===== src/rtl/blk_xlate_pkg.sv =====
package blk_xlate_pkg;
  localparam int unsigned XW = 32;
  // Bits of a written upper value that survive apart from the block field
  localparam logic [XW-1:0] UP_KEEP  = 32'h0000_1FFF;
  // Low control bits of a lower register preserved by an upper write
  localparam logic [XW-1:0] LO_KEEP  = 32'h0000_007B;
  localparam logic [XW-1:0] BLK_HIGH = 32'hFFFE_0000;

  typedef struct packed {
    logic          hit;
    logic          rd;
    logic          wr;
    logic [XW-1:0] paddr;
  } xlat_res_t;

  function automatic logic [XW-1:0] len_mask(input logic [XW-1:0] upper);
    return {4'b0, upper[12:2], 17'b0};
  endfunction
endpackage


===== src/rtl/blk_xlate_bank.sv =====
module blk_xlate_bank
  import blk_xlate_pkg::*;
#(
  parameter int unsigned N_ENT = 4,
  localparam int unsigned IDX_W = (N_ENT > 1) ? $clog2(N_ENT) : 1
) (
  input  logic                      clk_i,
  input  logic                      rst_ni,
  input  logic                      we_i,
  input  logic [IDX_W-1:0]          idx_i,
  input  logic                      lower_i,
  input  logic [XW-1:0]             wdata_i,
  output logic [N_ENT-1:0][XW-1:0]  upper_o,
  output logic [N_ENT-1:0][XW-1:0]  lower_o
);
  logic [N_ENT-1:0][XW-1:0] upper_q, lower_q;
  logic [XW-1:0] wmask;

  assign wmask = len_mask(wdata_i);

  always_ff @(posedge clk_i or negedge rst_ni) begin
    if (!rst_ni) begin
      upper_q <= '0;
      lower_q <= '0;
    end else if (we_i) begin
      for (int e = 0; e < N_ENT; e++) begin
        if (idx_i == IDX_W'(e)) begin
          if (lower_i) begin
            lower_q[e] <= wdata_i;
          end else begin
            upper_q[e] <= (wdata_i & UP_KEEP) | (wdata_i & BLK_HIGH & ~wmask);
            lower_q[e] <= (lower_q[e] & LO_KEEP) | (lower_q[e] & BLK_HIGH & ~wmask);
          end
        end
      end
    end
  end

  assign upper_o = upper_q;
  assign lower_o = lower_q;
endmodule


===== src/rtl/blk_xlate_entry.sv =====
module blk_xlate_entry
  import blk_xlate_pkg::*;
(
  input  logic [XW-1:0] upper_i,
  input  logic [XW-1:0] lower_i,
  input  logic [XW-1:0] addr_i,
  input  logic          user_i,
  output logic          hit_o,
  output logic          rd_o,
  output logic          wr_o,
  output logic [XW-1:0] paddr_o
);
  logic [10:0] bl;
  logic        tag_ok, priv_ok;
  logic        unused_bits;

  assign bl      = upper_i[12:2];
  assign tag_ok  = (addr_i[31:28] == upper_i[31:28]) &&
                   ((addr_i[27:17] & ~bl) == upper_i[27:17]);
  assign priv_ok = user_i ? upper_i[0] : upper_i[1];
  assign hit_o   = tag_ok && priv_ok;
  assign wr_o    = lower_i[1];
  assign rd_o    = lower_i[1] | lower_i[0];
  assign paddr_o = {lower_i[31:28], (addr_i[27:17] & bl) | lower_i[27:17],
                    addr_i[16:12], 12'h000};

  assign unused_bits = ^{upper_i[16:13], lower_i[16:2], addr_i[11:0]};
endmodule


===== src/rtl/blk_xlate_select.sv =====
module blk_xlate_select
  import blk_xlate_pkg::*;
#(
  parameter int unsigned N_ENT = 4
) (
  input  logic [N_ENT-1:0]          hit_i,
  input  logic [N_ENT-1:0]          rd_i,
  input  logic [N_ENT-1:0]          wr_i,
  input  logic [N_ENT-1:0][XW-1:0]  paddr_i,
  output xlat_res_t                 res_o
);
  // Scan downward so the lowest index is assigned last and wins
  always_comb begin
    res_o = '0;
    for (int e = N_ENT - 1; e >= 0; e--) begin
      if (hit_i[e]) begin
        res_o.hit   = 1'b1;
        res_o.rd    = rd_i[e];
        res_o.wr    = wr_i[e];
        res_o.paddr = paddr_i[e];
      end
    end
  end
endmodule


===== src/rtl/blk_xlate_unit.sv =====
module blk_xlate_unit
  import blk_xlate_pkg::*;
#(
  parameter int unsigned N_ENT = 4,
  localparam int unsigned IDX_W = (N_ENT > 1) ? $clog2(N_ENT) : 1
) (
  input  logic              clk_i,
  input  logic              rst_ni,
  input  logic              cfg_we_i,
  input  logic              cfg_bank_i,
  input  logic [IDX_W-1:0]  cfg_idx_i,
  input  logic              cfg_lower_i,
  input  logic [31:0]       cfg_wdata_i,
  output logic [31:0]       cfg_rdata_o,
  input  logic              xlat_ir_en_i,
  input  logic              xlat_dr_en_i,
  input  logic              req_i,
  input  logic [31:0]       req_addr_i,
  input  logic              req_code_i,
  input  logic              req_write_i,
  input  logic              req_user_i,
  output logic              rsp_valid_o,
  output logic              rsp_hit_o,
  output logic              rsp_fault_o,
  output logic              rsp_rd_o,
  output logic              rsp_wr_o,
  output logic [31:0]       rsp_paddr_o
);
  localparam int unsigned N_BANK = 2;  // index 1 = instruction, 0 = data

  logic [N_BANK-1:0][N_ENT-1:0][XW-1:0] up_q, lo_q;
  logic [N_BANK-1:0][N_ENT-1:0]         hit_v, rd_v, wr_v;
  logic [N_BANK-1:0][N_ENT-1:0][XW-1:0] pa_v;
  xlat_res_t                            bank_res [N_BANK];

  for (genvar b = 0; b < N_BANK; b++) begin : g_bank
    blk_xlate_bank #(.N_ENT(N_ENT)) u_bank (
      .clk_i   (clk_i),
      .rst_ni  (rst_ni),
      .we_i    (cfg_we_i && (cfg_bank_i == (b == 1))),
      .idx_i   (cfg_idx_i),
      .lower_i (cfg_lower_i),
      .wdata_i (cfg_wdata_i),
      .upper_o (up_q[b]),
      .lower_o (lo_q[b])
    );
    for (genvar e = 0; e < N_ENT; e++) begin : g_ent
      blk_xlate_entry u_ent (
        .upper_i (up_q[b][e]),
        .lower_i (lo_q[b][e]),
        .addr_i  (req_addr_i),
        .user_i  (req_user_i),
        .hit_o   (hit_v[b][e]),
        .rd_o    (rd_v[b][e]),
        .wr_o    (wr_v[b][e]),
        .paddr_o (pa_v[b][e])
      );
    end
    blk_xlate_select #(.N_ENT(N_ENT)) u_sel (
      .hit_i   (hit_v[b]),
      .rd_i    (rd_v[b]),
      .wr_i    (wr_v[b]),
      .paddr_i (pa_v[b]),
      .res_o   (bank_res[b])
    );
  end

  assign cfg_rdata_o = cfg_lower_i ? lo_q[cfg_bank_i][cfg_idx_i]
                                   : up_q[cfg_bank_i][cfg_idx_i];

  logic      xlat_on;
  xlat_res_t res_d;
  logic      fault_d;

  assign xlat_on = req_code_i ? xlat_ir_en_i : xlat_dr_en_i;

  always_comb begin
    if (!xlat_on) begin
      res_d   = '{hit: 1'b1, rd: 1'b1, wr: 1'b1, paddr: {req_addr_i[31:12], 12'h000}};
      fault_d = 1'b0;
    end else begin
      res_d   = bank_res[req_code_i];
      fault_d = res_d.hit && (req_write_i ? !res_d.wr : !res_d.rd);
    end
  end

  always_ff @(posedge clk_i or negedge rst_ni) begin
    if (!rst_ni) begin
      rsp_valid_o <= 1'b0;
      rsp_hit_o   <= 1'b0;
      rsp_fault_o <= 1'b0;
      rsp_rd_o    <= 1'b0;
      rsp_wr_o    <= 1'b0;
      rsp_paddr_o <= '0;
    end else begin
      rsp_valid_o <= req_i;
      if (req_i) begin
        rsp_hit_o   <= res_d.hit;
        rsp_fault_o <= fault_d;
        rsp_rd_o    <= res_d.rd;
        rsp_wr_o    <= res_d.wr;
        rsp_paddr_o <= res_d.paddr;
      end
    end
  end
endmodule


===== config.mk =====
export PLATFORM = sky130hd
export DESIGN_NAME = blk_xlate_unit
export DESIGN_NICKNAME = d
export VERILOG_FILES = /design/src/rtl/blk_xlate_pkg.sv /design/src/rtl/blk_xlate_bank.sv /design/src/rtl/blk_xlate_entry.sv /design/src/rtl/blk_xlate_select.sv /design/src/rtl/blk_xlate_unit.sv
export SDC_FILE = /design/constraint.sdc
export NUM_CORES = 1
export LEC_CHECK = 0
export BUFFER_PORTS_ARGS = -buffer_cell sky130_fd_sc_hd__buf_2
export CAP_MARGIN = 20
export CORE_MARGIN = 4
export CORE_UTILIZATION = 62
export CTS_CLUSTER_DIAMETER = 30
export DETAILED_ROUTE_END_ITERATION = 10
export GPL_ROUTABILITY_DRIVEN = 0
export PLACE_DENSITY_LB_ADDON = 0.2
export SETUP_SLACK_MARGIN = 0.02
export SLEW_MARGIN = 20
export SYNTH_ARGS = -nofsm -noshare
export SYNTH_HDL_FRONTEND = slang
export SYNTH_SLANG_ARGS = --single-unit
export TNS_END_PERCENT = 20

===== constraint.sdc =====
create_clock -name clk_i -period 7.35 [get_ports clk_i]
set_clock_uncertainty 0.15 [all_clocks]
set_input_delay 0.3675 -clock clk_i [delete_from_list [all_inputs] [get_ports clk_i]]
set_output_delay 0.3675 -clock clk_i [all_outputs]
set_load 0.02 [all_outputs]

; ---- Yosys cells after proc, flatten, opt, wreduce, memory -nomap -nowiden
; Cells that the tools add are included.
[word_totals]
output_inout_bits = 69
ram_bits = 0
memories = 0
rom_bits = 0
ff_bits = 549
latch_bits = 0
wordCells = 184
[op_classes]
div_mod_pow = 0
bitwise_logic = 62
n_reduce_logical = 38
shift = 0
n_eq_ne = 19
multipliers = 0
order_cmp = 3
add_sub_neg = 0
n_mux = 40
[ops]
columns = cell, n
row1 = 128-bit 2-to-1 mux, 4
row2 = 35-bit 2-to-1 mux, 12
row3 = 32-bit 2-to-1 mux, 11
row4 = 32-bit bitwise AND, 9
row5 = 7-bit by 32-bit OR with 32-bit output, 8
row6 = 11-bit bitwise AND, 16
row7 = 32-bit binary-select mux with 2-bit select, 2
row8 = 11-bit == test, 8
row9 = 11-bit NOT, 8
row10 = 11-bit OR, 8
row11 = 4-bit == test, 8
row12 = 28-bit NOT with 32-bit output, 1
row13 = 13-bit by 32-bit OR with 32-bit output, 1
row14 = 3-bit AND reduction, 8
row15 = 1-bit logical AND, 19
row16 = 2-bit AND reduction, 8
row17 = 1-bit 2-to-1 mux, 11
row18 = 1-bit OR, 8
row19 = 2-bit == test (second input constant), 2
row20 = 2-bit by 3-bit < comparator with 1-bit output (second input constant), 1
row21 = 2-bit by 1-bit == test with 1-bit output (second input constant), 1
row22 = 2-bit greater-or-equal comparator (second input constant), 1
row23 = 1-bit logical NOT, 2
row24 = 2-bit logical NOT, 1
row25 = other kinds (3), 4

; ---- Longest topological paths before layout
[logic_depth]
word_depth = 16
ltp_mapped = 11

; ---- Cells and area by module
; A second synthesis with hierarchy kept.
[hier_totals]
cells_unflattened = 2807
area_unflattened_um2 = 31350.1
[modules_own_cells]
columns = module, cells_each, area_each_um2, n_inst, seq_area_each_um2
row1 = blk_xlate_bank, 786, 9230.1, 2, 6005.8
row2 = blk_xlate_unit, 435, 5898.2, 1, 925.9
row3 = blk_xlate_entry, 68, 540.5, 8, 0.0
row4 = blk_xlate_select, 128, 1333.8, 2, 0.0

; ---- Worst setup path before layout
; Ideal clock, no wire load.
[synth_path]
path_kind = input port to output port
start = input cfg_idx_i[1]
end = output cfg_rdata_o[31]
path_stages = 5
path_slack_ps = 4453
arrival_ps = 2379
path_buffers = 3
path_cell_list = buf_2 > buf_1 > clkbuf_1 > mux4_2 > mux4_2
[synth_between]
elab_chain_len = 3
[synth_rtl]
columns = item, line_no
row1 = "start, declared", blk_xlate_unit.sv:11  ; input logic [IDX_W-1:0] cfg_idx_i,
row2 = 32-bit binary-select mux with 2-bit select (on tied branches), "blk_xlate_unit.sv:69, blk_xlate_unit.sv:68"
row3 = 32-bit 2-to-1 mux (on tied branches), "blk_xlate_unit.sv:69, blk_xlate_unit.sv:68"
row4 = 32-bit 2-to-1 mux (*), blk_xlate_unit.sv:68  ; assign cfg_rdata_o = cfg_lower_i ? lo_q[cfg_bank_i][cfg_idx_i]
row5 = "end, declared", blk_xlate_unit.sv:14  ; output logic [31:0] cfg_rdata_o,
; Every way passes the cells marked *; elsewhere a longest branch is shown, timed or not. The select of a mux whose other input is x is not followed.

; ---- Worst setup path in the final report
[layout_path]
start = input req_addr_i[20]
end = register rsp_paddr_o[14]
[layout_between]
elab_chain_len = 12
[layout_rtl]
columns = item, line_no
row1 = "start, declared", blk_xlate_unit.sv:18  ; input logic [31:0] req_addr_i,
row2 = 11-bit bitwise AND, blk_xlate_entry.sv:19  ; ((addr_i[27:17] & ~bl) == upper_i[27:17]);
row3 = 11-bit == test, blk_xlate_entry.sv:19
row4 = 1-bit logical AND, blk_xlate_entry.sv:18  ; assign tag_ok = (addr_i[31:28] == upper_i[31:28]) &&
row5 = 1-bit logical AND, blk_xlate_entry.sv:21  ; assign hit_o = tag_ok && priv_ok;
row6 = 35-bit 2-to-1 mux (4 in series), blk_xlate_select.sv:16  ; if (hit_i[e]) begin
row7 = 35-bit 2-to-1 mux (implied by the code) (*) (3 in series), blk_xlate_unit.sv:82  ; res_d = bank_res[req_code_i];
row8 = 35-bit 2-to-1 mux (*), blk_xlate_unit.sv:78  ; if (!xlat_on) begin
row9 = "end signal, assigned", blk_xlate_unit.sv:102  ; rsp_paddr_o <= res_d.paddr;
row10 = "end, declared", blk_xlate_unit.sv:27  ; output logic [31:0] rsp_paddr_o
; Marks and branches as above.
; A chain may end at the register's enable or synchronous reset.

==> results.yml <==
grt:
  grt_pass1_vias: 23800
  grt_pass1_wl_mm: 144
  antenna_found_initial: 7
  grt_max_degree: 198
  overflow: 0
  grt.total_usage_pct: 41.2
clock_tree:
  cts.sinks: 505
  cts_resized: 0
  clk_pin_slew_worst_paths_ns: 0.04
  hold_buffers: 40
  clk_path_buf_depth: 3
  cts_tree: "built"
  cts-root-buf: "clkbuf_16"
  post_cts_buffers: 0
  cts_buffers: 110
  cts.htree.levels: 3
  clock_latency_ns: 0.65
route:
  drt-total-wl_mm: 94.7
  dr.pass1.iters: 6
  via_per_inst: 6.69
  vias: 23100
  drtIter0Drc: 3915
  drc: 0
  antenna_left: 0
  wl_per_cell_um: 27.4
min_path:
  hp-start: "req_addr_i[25]"
  min_to: "rsp_paddr_o[25]$_DFFE_PN0P_"
  hold_class: "in2reg"
  hold_depth: 3
pwr:
  ir_drop_mv: 0.253
  cellLeakagePower_nw: 14.7
  powerDensity_nw_per_um2: 337
  p_total_mw: 10.7
worst_setup_path:
  ff2ff_path_depth: 8
  startpoint_type: "input pin"
  worstPathRequired_ns: 7.76
  reg2reg_to: "rsp_paddr_o[14]$_DFFE_PN0P_"
  critPathMaxFanout: 17
  critPathCaptureType: "flop"
  r2r_setup_slack_ns: 3.28
  rr_startpoint: "g_bank[1].u_bank.upper_o[43]$_DFFE_PN0P_"
  crit_arrival_ns: 4.76
  critPathKind: "in2reg"
finish:
  post-route-util_pct: 75.3
  final_cell_area_um2: 31600
  syn2layout_area_growth_pct: 20.0
  final_nets: 2903
  drive_gt1_share_pct: 19.5
  fillers: 2757
timing:
  worst_slew_pin_slew_ns: 1.23
  final-setup-viol-count: 0
  drv_slew: 0
  finalHoldViolCount: 0
  tns_ns: 0
  max_freq_ghz: 0.230
  fin_hold_ws_ns: 0.0315
  slew_headroom_pct: 17.9
  min_period_ns: 4.36
  rsz0062_at_grt: "false"
  finalCritPeriodShare_pct: 59.3
yosys:
  synth_top_area_share_pct: 48.0
  post-synth-top-count-cell: "nand2_1"
  synth_commonest_cells: "884 x nand2_1, 505 x dfrtp_1, 285 x o21ai_0, 157 x clkbuf_1, 145 x mux4_2"
  synth_flop_cell: "dfrtp_1"
  netlist_area_um2: 26300
  syn_inst: 2708
  syn_avg_cell_area_um2: 9.72
  synthArstFlopShare_pct: 100
  yosysTopAreaCell: "dfrtp_1"
  ys_warn_count: 0
  yosysSeqAreaShare_pct: 48.0
  synth_edf_count: 0
  yosysUniqueCellTypes: 59
  synth_seq_cells: 505
  synth.area.top_cells: "dfrtp_1 48%, nand2_1 13%, mux4_2 12%, o21ai_0 5.4%, xnor2_1 3.3%"
floorplanning:
  rows: 75
  fp.dieW_um: 214
  die_h_um: 214
  dieArea_um2: 45800
  core_area_um2: 41900
  start_util_pct: 62.8
  ios: 146
job:
  cap_violations: 0
placed_design:
  port_buffers: 121
  dpl.hpwl_mm: 57.9
  dpl_cell_area_um2: 27200
run_status:
  status: "complete, no violations"
## metrics by stage
step	setup WS [ns]	std cells
after floorplan	4.45	2719
after global placement	3.48	3212
after detailed placement	3.46	3212
after CTS	3.38	3455
after global routing	3.15	3458
final	2.99	3460
## cell usage in the layout (no fill, tap or decap), drive strengths merged, types with 20 or more instances in the layout
cell and instances:
nand2b 33, xor2 21, mux4 148, dlygate4sd3 40, nand2 884, a21o 23
dfrtp 505, nand4 24, nor2b 68, a21oi 105, clkinv 20, clkbuf 151
nor2 60, o22ai 22, xnor2 99, buf 163, o21ai 290, mux2 52
## worst max-delay path, stage by stage
cell	delay, ns
dlygate4sd3_1	0.62
buf_2	0.25
nor2b_1	0.17
xnor2_1	0.54
nand4_1	0.29
or4_1	0.80
and3_1	0.68
a2bb2oi_1	0.55
o21ai_1	0.24
o2bb2ai_1	0.25
## final cells by class
type | count | area, µm² | share of cell area [%]
multi-input combinational | 1992 | 12900 | 40.8
clock buffer | 150 | 3200 | 10.1
timing repair buffer | 204 | 1400 | 4.44
sequential | 505 | 12600 | 40.0
tap | 539 | 674 | 2.13
inverter | 13 | 48.8 | 0.154
antenna | 4 | 10.0 | 0.0317
clock inverter | 53 | 726 | 2.30
## report_power, final
part / leakage, nW / total, mW / switching, mW / internal, mW
Sequential: 6.49 / 3.73 / 0.441 / 3.29
Clock: 1.90 / 5.15 / 1.61 / 3.54
Combinational: 6.27 / 1.77 / 1.01 / 0.769
Total: 14.7 / 10.7 / 3.06 / 7.60
## kinds of logic (layout without fill, tap and decap cells)
kind of cell	Yosys count	in the layout	share of synthesized area, %
multiplexers	211	211	15.3
flip-flops	505	505	48.0
AO/OA/AOI/OAI	504	504	10.6
other	1	16	0.0142
XOR/XNOR	120	120	3.99
AND/OR/NAND/NOR	1145	1145	18.5
buffers and inverters	222	420	3.54
## routing by layer
layer	wire, µm	vias up	part of all wire (%)	track usage, %
li1	-	9554	-	-
met1	32200	11200	34	52.1
met2	41100	1829	43	61.0
met3	13800	509	15	14.5
met4	7560	10	8.0	26.6
met5	51	-	0.054	0
## state kept, by name (all words and copies together), names as in the netlist
register               cells
rsp_hit_o                  1
g_bank.u_bank.upper_o    224
rsp_valid_o                1
rsp_wr_o                   1
rsp_rd_o                   1
g_bank.u_bank.lower_o    256
rsp_fault_o                1
rsp_paddr_o               20
## how the worst max path moves through the flow
| stage | from | to | depth (start not counted) |
|---|---|---|---|
| floorplan | cfg_idx_i[1] | cfg_rdata_o[31] | 5 |
| global placement | req_addr_i[20] | rsp_paddr_o[12]$_DFFE_PN0P_ | 9 |
| detailed placement | req_addr_i[20] | rsp_paddr_o[13]$_DFFE_PN0P_ | 9 |
| CTS | req_addr_i[20] | rsp_paddr_o[14]$_DFFE_PN0P_ | 10 |
| global route | req_addr_i[20] | rsp_paddr_o[14]$_DFFE_PN0P_ | 10 |
| finish | req_addr_i[20] | rsp_paddr_o[14]$_DFFE_PN0P_ | 10 |
(Power assumes the default switching activity.)
